===== config.mk =====
export PLATFORM = sky130hd
export DESIGN_NAME = prio_intc
export DESIGN_NICKNAME = d
export VERILOG_FILES = /design/src/rtl/intc_pkg.sv /design/src/rtl/intc_cfg.sv /design/src/rtl/intc_prio.sv /design/src/rtl/intc_track.sv /design/src/rtl/prio_intc.sv
export SDC_FILE = /design/constraint.sdc
export NUM_CORES = 1
export LEC_CHECK = 0
export BUFFER_PORTS_ARGS = -buffer_cell sky130_fd_sc_hd__buf_2
export CORE_MARGIN = 1.5
export CORE_UTILIZATION = 45
export DETAILED_ROUTE_END_ITERATION = 10
export MAX_ROUTING_LAYER = met4
export PLACE_DENSITY = 0.67
export RECOVER_POWER = 50
export SLEW_MARGIN = 0
export SYNTH_ARGS = -nofsm -noshare
export SYNTH_HDL_FRONTEND = slang
export SYNTH_HIERARCHICAL = 1
export SYNTH_SLANG_ARGS = --single-unit

===== constraint.sdc =====
create_clock -name clk -period 2.7 [get_ports clk]
set_input_delay 0.27 -clock clk [delete_from_list [all_inputs] [get_ports clk]]
set_output_delay 0.27 -clock clk [all_outputs]
set_load 0.05 [all_outputs]

===== src/rtl/intc_pkg.sv =====
// Shared constants and types for the priority interrupt controller.
// Assumes an 8-bit register bus; the level count may shrink, not grow past 8.
package intc_pkg;
    parameter int NLVL = 8;
    parameter int BUSW = 8;
    localparam int LVLW = $clog2(NLVL);

    // Initialization sequencer position
    typedef enum logic [1:0] {
        SEQ_IDLE = 2'd0,
        SEQ_BASE = 2'd1,
        SEQ_CASC = 2'd2,
        SEQ_MODE = 2'd3
    } seq_t;

    // Settings captured by the initialization sequence
    typedef struct packed {
        logic [BUSW-1:0] base;
        logic [BUSW-1:0] casc;
        logic            single;
        logic            aeoi;
    } cfg_t;

    // Command codes written to the command port
    localparam logic [BUSW-1:0] CMD_SEL_REQ = 8'h0A;
    localparam logic [BUSW-1:0] CMD_SEL_ISV = 8'h0B;
    localparam logic [4:0]      CMD_EOI_TOP = 5'b01100;
endpackage


===== src/rtl/intc_cfg.sv =====
// Register-port front end: runs the initialization sequence, holds the
// mask and the read-select, and decodes specific end-of-interrupt commands.
// Assumes single-cycle write strobes; decoded pulses are valid in the
// write cycle and are consumed at the same clock edge by the tracker.
module intc_cfg
    import intc_pkg::*;
#(
    parameter int N  = NLVL,
    parameter int DW = BUSW,
    localparam int LW = $clog2(N)
) (
    input  logic          clk,
    input  logic          rst_n,
    input  logic          wr_en,
    input  logic          addr,
    input  logic [DW-1:0] wdata,
    output cfg_t          cfg,
    output logic [N-1:0]  mask,
    output logic          ready,
    output logic          init_clr,
    output logic          rd_isv,
    output logic          eoi_valid,
    output logic [LW-1:0] eoi_lvl
);
    logic cmd_wr, dat_wr;
    seq_t seq_q;
    logic need_casc_q, need_mode_q;

    assign cmd_wr    = wr_en && !addr;
    assign dat_wr    = wr_en && addr;
    assign init_clr  = cmd_wr && wdata[4];
    assign eoi_valid = cmd_wr && ready && (wdata[7:3] == CMD_EOI_TOP);
    assign eoi_lvl   = wdata[LW-1:0];

    // Walks the start word and the data words that follow it
    always_ff @(posedge clk) begin
        if (!rst_n) begin
            seq_q       <= SEQ_IDLE;
            ready       <= 1'b0;
            cfg         <= '0;
            need_casc_q <= 1'b0;
            need_mode_q <= 1'b0;
        end else if (init_clr) begin
            seq_q       <= SEQ_BASE;
            ready       <= 1'b0;
            need_casc_q <= !wdata[1];
            need_mode_q <= wdata[0];
            cfg.single  <= wdata[1];
            cfg.aeoi    <= 1'b0;
            cfg.casc    <= '0;
        end else if (dat_wr) begin
            case (seq_q)
                SEQ_BASE: begin
                    cfg.base <= wdata;
                    if (need_casc_q) begin
                        seq_q <= SEQ_CASC;
                    end else if (need_mode_q) begin
                        seq_q <= SEQ_MODE;
                    end else begin
                        seq_q <= SEQ_IDLE;
                        ready <= 1'b1;
                    end
                end
                SEQ_CASC: begin
                    cfg.casc <= wdata;
                    if (need_mode_q) begin
                        seq_q <= SEQ_MODE;
                    end else begin
                        seq_q <= SEQ_IDLE;
                        ready <= 1'b1;
                    end
                end
                SEQ_MODE: begin
                    cfg.aeoi <= wdata[1];
                    seq_q    <= SEQ_IDLE;
                    ready    <= 1'b1;
                end
                default: ;
            endcase
        end
    end

    // Mask register: loaded by data writes once ready
    always_ff @(posedge clk) begin
        if (!rst_n) begin
            mask <= '1;
        end else if (dat_wr && ready) begin
            mask <= wdata[N-1:0];
        end
    end

    // Read-select: request register by default, switched by command codes
    always_ff @(posedge clk) begin
        if (!rst_n || init_clr) begin
            rd_isv <= 1'b0;
        end else if (cmd_wr && ready && wdata == CMD_SEL_REQ) begin
            rd_isv <= 1'b0;
        end else if (cmd_wr && ready && wdata == CMD_SEL_ISV) begin
            rd_isv <= 1'b1;
        end
    end


    mask_reset_chk: assert property (@(posedge clk) !rst_n |=> mask == '1);

    seq_ready_chk: assert property (@(posedge clk) disable iff (!rst_n)
        init_clr |=> !ready);
endmodule


===== src/rtl/intc_prio.sv =====
// Fixed-priority resolver: finds the most urgent unmasked pending level
// that outranks every in-service level. Level 0 is the most urgent.
// Purely combinational; assumes registered inputs.
module intc_prio #(
    parameter int N  = intc_pkg::NLVL,
    localparam int LW = $clog2(N)
) (
    input  logic [N-1:0]  irr,
    input  logic [N-1:0]  isr,
    input  logic [N-1:0]  mask,
    output logic          grant_valid,
    output logic [LW-1:0] grant_lvl
);
    logic [N-1:0] cand;
    logic [N:0]   blocked;

    // Per level: eligible request, and the running in-service block
    assign blocked[0] = 1'b0;
    for (genvar g = 0; g < N; g++) begin : g_lvl
        assign cand[g]      = irr[g] && !mask[g] && !blocked[g] && !isr[g];
        assign blocked[g+1] = blocked[g] || isr[g];
    end

    // Pick the lowest-numbered eligible candidate
    always_comb begin
        grant_valid = 1'b0;
        grant_lvl   = '0;
        for (int i = N - 1; i >= 0; i--) begin
            if (cand[i]) begin
                grant_valid = 1'b1;
                grant_lvl   = LW'(i);
            end
        end
    end
endmodule


===== src/rtl/intc_track.sv =====
// Request and in-service bookkeeping: edge capture of inputs, the
// acknowledge transfer, end-of-interrupt retirement, vector and cascade
// outputs. Assumes the acknowledge is a single-cycle strobe.
module intc_track
    import intc_pkg::*;
#(
    parameter int N  = NLVL,
    parameter int DW = BUSW,
    localparam int LW = $clog2(N)
) (
    input  logic          clk,
    input  logic          rst_n,
    input  logic [N-1:0]  irq_in,
    input  logic          ready,
    input  logic          init_clr,
    input  logic          eoi_valid,
    input  logic [LW-1:0] eoi_lvl,
    input  logic          ack,
    input  logic          grant_valid,
    input  logic [LW-1:0] grant_lvl,
    input  cfg_t          cfg,
    output logic [N-1:0]  irr,
    output logic [N-1:0]  isr,
    output logic [DW-1:0] vec_out,
    output logic          cas_act,
    output logic [LW-1:0] cas_code
);
    localparam logic [N-1:0]  ONE   = N'(1);
    localparam logic [DW-1:0] LASTV = DW'(N - 1);

    logic [N-1:0] prev_q, rise, ack_clr, isv_set, eoi_clr;
    logic         take;

    assign rise    = irq_in & ~prev_q;
    assign take    = ack && ready && grant_valid;
    assign ack_clr = take ? (ONE << grant_lvl) : '0;
    assign isv_set = (take && !cfg.aeoi) ? (ONE << grant_lvl) : '0;
    assign eoi_clr = eoi_valid ? (ONE << eoi_lvl) : '0;

    // Previous input sample for edge detection
    always_ff @(posedge clk) begin
        if (!rst_n) prev_q <= '0;
        else        prev_q <= irq_in;
    end

    // Request register: set on rising edge, dropped with the input or at ack
    always_ff @(posedge clk) begin
        if (!rst_n || init_clr || !ready) irr <= '0;
        else irr <= ((irr & ~ack_clr) | rise) & irq_in;
    end

    // In-service register: set at ack unless auto-EOI, cleared by EOI
    always_ff @(posedge clk) begin
        if (!rst_n || init_clr) isr <= '0;
        else isr <= (isr & ~eoi_clr) | isv_set;
    end

    // Vector output: granted level or the spurious last level
    always_ff @(posedge clk) begin
        if (!rst_n) begin
            vec_out <= '0;
        end else if (ack && ready) begin
            vec_out <= take ? (cfg.base + DW'(grant_lvl)) : (cfg.base + LASTV);
        end
    end

    // Cascade report for acknowledged inputs that feed a subordinate
    always_ff @(posedge clk) begin
        if (!rst_n) begin
            cas_act  <= 1'b0;
            cas_code <= '0;
        end else begin
            cas_act <= take && !cfg.single && cfg.casc[grant_lvl];
            if (take) cas_code <= grant_lvl;
        end
    end


    ack_isv_chk: assert property (@(posedge clk) disable iff (!rst_n)
        (take && !cfg.aeoi) |=> isr[$past(grant_lvl)] && !irr[$past(grant_lvl)]);

    spurious_vec_chk: assert property (@(posedge clk) disable iff (!rst_n)
        (ack && ready && !grant_valid && !init_clr && !eoi_valid)
            |=> (vec_out == $past(cfg.base) + LASTV) && isr == $past(isr));

    eoi_clear_chk: assert property (@(posedge clk) disable iff (!rst_n)
        (eoi_valid && !(take && grant_lvl == eoi_lvl)) |=> !isr[$past(eoi_lvl)]);

    cas_after_ack_chk: assert property (@(posedge clk) disable iff (!rst_n)
        cas_act |-> $past(ack));
endmodule


===== src/rtl/prio_intc.sv =====
// Top of the eight-level priority interrupt controller: joins the register
// front end, the request tracker and the priority resolver, and muxes the
// read data. Reads are combinational on the address.
module prio_intc
    import intc_pkg::*;
#(
    parameter int N  = NLVL,
    parameter int DW = BUSW,
    localparam int LW = $clog2(N)
) (
    input  logic          clk,
    input  logic          rst_n,
    input  logic          wr_en,
    input  logic          addr,
    input  logic [DW-1:0] wdata,
    output logic [DW-1:0] rdata,
    input  logic [N-1:0]  irq_in,
    output logic          int_out,
    input  logic          ack,
    output logic [DW-1:0] vec_out,
    output logic          cas_act,
    output logic [LW-1:0] cas_code
);
    cfg_t          cfg;
    logic [N-1:0]  mask, irr, isr;
    logic          ready, init_clr, rd_isv, eoi_valid, grant_valid;
    logic [LW-1:0] eoi_lvl, grant_lvl;

    intc_cfg #(.N(N), .DW(DW)) u_cfg (
        .clk(clk), .rst_n(rst_n), .wr_en(wr_en), .addr(addr), .wdata(wdata),
        .cfg(cfg), .mask(mask), .ready(ready), .init_clr(init_clr),
        .rd_isv(rd_isv), .eoi_valid(eoi_valid), .eoi_lvl(eoi_lvl)
    );

    intc_prio #(.N(N)) u_prio (
        .irr(irr), .isr(isr), .mask(mask),
        .grant_valid(grant_valid), .grant_lvl(grant_lvl)
    );

    intc_track #(.N(N), .DW(DW)) u_track (
        .clk(clk), .rst_n(rst_n), .irq_in(irq_in), .ready(ready),
        .init_clr(init_clr), .eoi_valid(eoi_valid), .eoi_lvl(eoi_lvl),
        .ack(ack), .grant_valid(grant_valid), .grant_lvl(grant_lvl),
        .cfg(cfg), .irr(irr), .isr(isr), .vec_out(vec_out),
        .cas_act(cas_act), .cas_code(cas_code)
    );

    // Read mux: data port returns the mask, command port the selected status
    always_comb begin
        if (addr) rdata = DW'(mask);
        else      rdata = rd_isv ? DW'(isr) : DW'(irr);
    end

    assign int_out = ready && grant_valid;


    no_int_unready_chk: assert property (@(posedge clk) disable iff (!rst_n)
        !ready |-> !int_out);

    above_isv_chk: assert property (@(posedge clk) disable iff (!rst_n)
        grant_valid |-> ((isr & ((N'(1) << grant_lvl) | ((N'(1) << grant_lvl) - N'(1)))) == '0));

    masked_quiet_chk: assert property (@(posedge clk) disable iff (!rst_n)
        grant_valid |-> !mask[grant_lvl] && irr[grant_lvl]);
endmodule


==> results.toml <==
[synthesis]
avgSynthCellArea_um2 = 8.96
synth_area_um2 = 3390
synth_compound_area_frac = 0.135
synth_area_leader_cell = "dfxtp_1"
yosys.area_share.adder = 0.0318
synth_xor_area_frac = 0.00259
synth_top_area_share = 0.402
synth_ff_type = "dfxtp_1"
synth_edf_count = 0
synth_nets = 407
synth-seq-area-share = 0.402
netlist_top_cells_area = "dfxtp_1, mux2i_1, nand2_1"
synthArstFlopShare = 0
ys_types = 57
synth_cells = 378
ys_ff_latch = 68
yosys.area_share.simple = 0.278
ys.warnings.count = 6
muxShareOfSynthArea = 0.105
synth_top_family_by_area = "simple AND/OR/NAND/NOR gates"

[grt]
grt_use_total = 0.231
grt_first_pass_wirelength_um = 14300
grt_max_degree = 31
antenna_found_initial = 0
grt_overflow = 0
grt_pass1_vias = 3042

[timing]
worst_clock_skew_ns = 0.00568
worst_slack_ns = -0.0877
min_period_over_period = 1.03
whs_ns = 0.138
slew_headroom = 0.229
tightest_slew_ns = 1.16
finalSetupViolCount = 6
max_freq_mhz = 359
min_period_ns = 2.79
drv_slew = 0
hold_viol_final = 0
grt_setup_unrepaired = "yes"

[setup_path]
cp_max_fo = 6
endpoint = "u_track/vec_out[5]$_SDFFE_PN0N_"
slowest_stage = "or4_4"
cp_cell_sequence = "or4_4, nor2_2, o311ai_2, nand2_1, nand3_2, or2_4, ha_4, a211oi_4, or4_1, a31oi_1"
timing.rr.start = "u_track/isr[0]$_SDFF_PP0_"
reg2regPathDepth = 10
worst_ep_required_time_ns = 2.97
crit_path_start = "u_track/isr[0]$_SDFF_PP0_"
critPathMaxStageDelay_ns = 0.58
critPathArrivalTime_ns = 3.05
ff2ff_setup_slack_ns = -0.09
critPathLaunchType = "flop"
worstSetupPathType = "flop to flop"
rr_endpoint = "u_track/vec_out[5]$_SDFFE_PN0N_"
end_kind = "flop"

[clock_network]
cts_buffer_depth = 2
postCtsHoldBufs = 0
cts_tree = "done"
cts_buffers = 9
insertion_delay_ns = 0.34
htreeDepth = 3
cts.sinks = 68
clock-root-buffer = "clkbuf_8"
clk_pin_slew_ns = 0.07

[pwr]
leakagePower_nw = 1.68
vdd_drop_max_mv = 0.372
fin_total_pwr_mw = 2.05
power-per-cell-area_nw_per_um2 = 501

[drt]
wl_met1_um = 3730
drt_iter0_drc = 124
ant_nets = 0
wire_per_inst_um = 15.7
vias = 2938
drcViolationCount = 0
top_layer_used = "met4"
wl_met2_um = 4190
drt_wl_total_um = 8480
wl_met3_um = 342
vias_per_cell = 5.43
drt-pass1-iter-count = 4

[layout]
stdcell_area_um2 = 4090
fill_cells = 718
antenna_cells = 0
nNetsFinal = 466
drive_above_1_share = 0.222
area_growth_pct = 20.7
layout.cells.non_filler = 541

[place]
numPortBuffers = 41
gp_congestion = 0.939
dp_cells = 522
dp_slack_ns = -0.140
dp_hpwl_um = 6250
place_area_um2 = 3830

[floorplanning]
ios = 42
die_y_um = 89.8
die_x_um = 89.8
start_util = 0.467
coreArea_um2 = 7250
rows = 31
dieArea_um2 = 8060

[outcome]
violations = "negative setup slack"
status = "finished with violations"

[run]
cap_violations = 0

[worst_hold_path]
hold_class = "primary input to flop"
-- cell usage after synthesis, types with 3 or more instances --
library cell / n
o31ai_1: 7
nand4_1: 6
and2_1: 10
o21ai_1: 8
o21ai_0: 19
nand2_1: 50
nor2_1: 18
buf_2: 5
nor2b_1: 21
mux2i_1: 31
a31oi_1: 5
dfxtp_1: 68
and3b_1: 3
buf_6: 4
ha_1: 7
nand3_1: 19
buf_4: 5
clkbuf_1: 6
inv_1: 6
a21oi_1: 20
nand2b_1: 11
-- layout by cell type (no fill, tap or decap), types with 7 or more instances in the layout --
| cell | synthesis | routed |
|---|---|---|
| buf_2 | 5 | 27 |
| and2_1 | 10 | 7 |
| nand3_1 | 19 | 19 |
| dfxtp_1 | 68 | 67 |
| nand2_1 | 50 | 50 |
| o31ai_1 | 7 | 7 |
| o21ai_1 | 8 | 10 |
| nand2b_1 | 11 | 11 |
| clkbuf_1 | 6 | 16 |
| o21ai_0 | 19 | 17 |
| buf_4 | 5 | 27 |
| clkbuf_8 | 0 | 11 |
| a21oi_1 | 20 | 18 |
| mux2i_1 | 31 | 31 |
| nor2_1 | 18 | 16 |
| nor2b_1 | 21 | 20 |
-- through the flow --
stage | util | TNS, ns
floorplan | - | -0.0871
global placement | 0.528 | -0.0731
detailed placement | 0.528 | -0.775
CTS | 0.562 | -0.363
global route | 0.563 | -1.31
finish | 0.563 | -0.384
-- how the worst min path moves through the flow --
stage                                       from                           end  slack (ns)  depth (start not counted)
CTS                                    irq_in[2]  u_track/prev_q[2]$_SDFF_PN0_        0.12                          2
detailed placement  u_track/prev_q[3]$_SDFF_PN0_     u_track/irr[3]$_SDFF_PP0_        0.39                          1
finish                                 irq_in[4]  u_track/prev_q[4]$_SDFF_PN0_        0.14                          2
floorplan           u_track/prev_q[0]$_SDFF_PN0_     u_track/irr[0]$_SDFF_PP0_        0.38                          1
global route                           irq_in[4]  u_track/prev_q[4]$_SDFF_PN0_        0.12                          2
global placement    u_track/prev_q[3]$_SDFF_PN0_     u_track/irr[3]$_SDFF_PP0_        0.38                          1
-- layer usage --
layer	vias to the layer above	GRT usage
li1	1452	-
met1	1403	0.261
met2	64	0.388
met3	19	0.0609
met4	0	0.0979
met5	-	-
-- area by class of cell --
class,count,area [µm²],share of cell area
clock inverter,4,47.5,0.0116
tap,99,124,0.0303
clock buffer,12,155,0.0380
multi-input combinational,283,1980,0.485
sequential,68,1360,0.333
inverter,6,22.5,0.00551
timing repair buffer,69,394,0.0964
-- where the power goes --
| part | internal, mW | leakage, nW | switching, mW | total [mW] |
|---|---|---|---|---|
| Clock | 0.474 | 0.102 | 0.377 | 0.851 |
| Combinational | 0.0544 | 1.02 | 0.112 | 0.166 |
| Sequential | 1.02 | 0.552 | 0.0105 | 1.03 |
-- critical path: cells and delay by family (launching register included) --
kind            cells  cell delay (ns)
compound gates      3             0.38
fa+ha+maj           1             0.28
flops               1             0.34
simple gates        6             1.72
-- cell families after synthesis --
family / Yosys count
DFF: 68
adders and majority gates: 8
buffers and inverters: 27
AOI/OAI and AO/OA: 75
muxes: 33
and+or+nand+nor: 166
xor gates and xnor gates: 1
-- timing repair --
action | CTS | global route
gates resized for setup | 8 | 10
buffers inserted | 1 | 2
pin swaps | 11 | 12
setup endpoints to repair | 7 | 8
-- state kept, by name, indices dropped and copies added, names as in the netlist --
| signal | count |
|---|---|
| u_track/cas_code | 3 |
| u_track/irr | 8 |
| u_cfg/cfg | 18 |
| u_track/cas_act | 1 |
| u_cfg/rd_isv | 1 |
| u_cfg/ready | 1 |
| u_track/isr | 8 |
| u_cfg/mask | 8 |
| u_cfg/need_casc_q | 1 |
| u_track/vec_out | 8 |
| u_cfg/need_mode_q | 1 |
| u_track/prev_q | 8 |
| u_cfg/seq_q | 2 |
No activity file was read; power rests on OpenSTA's default activity.
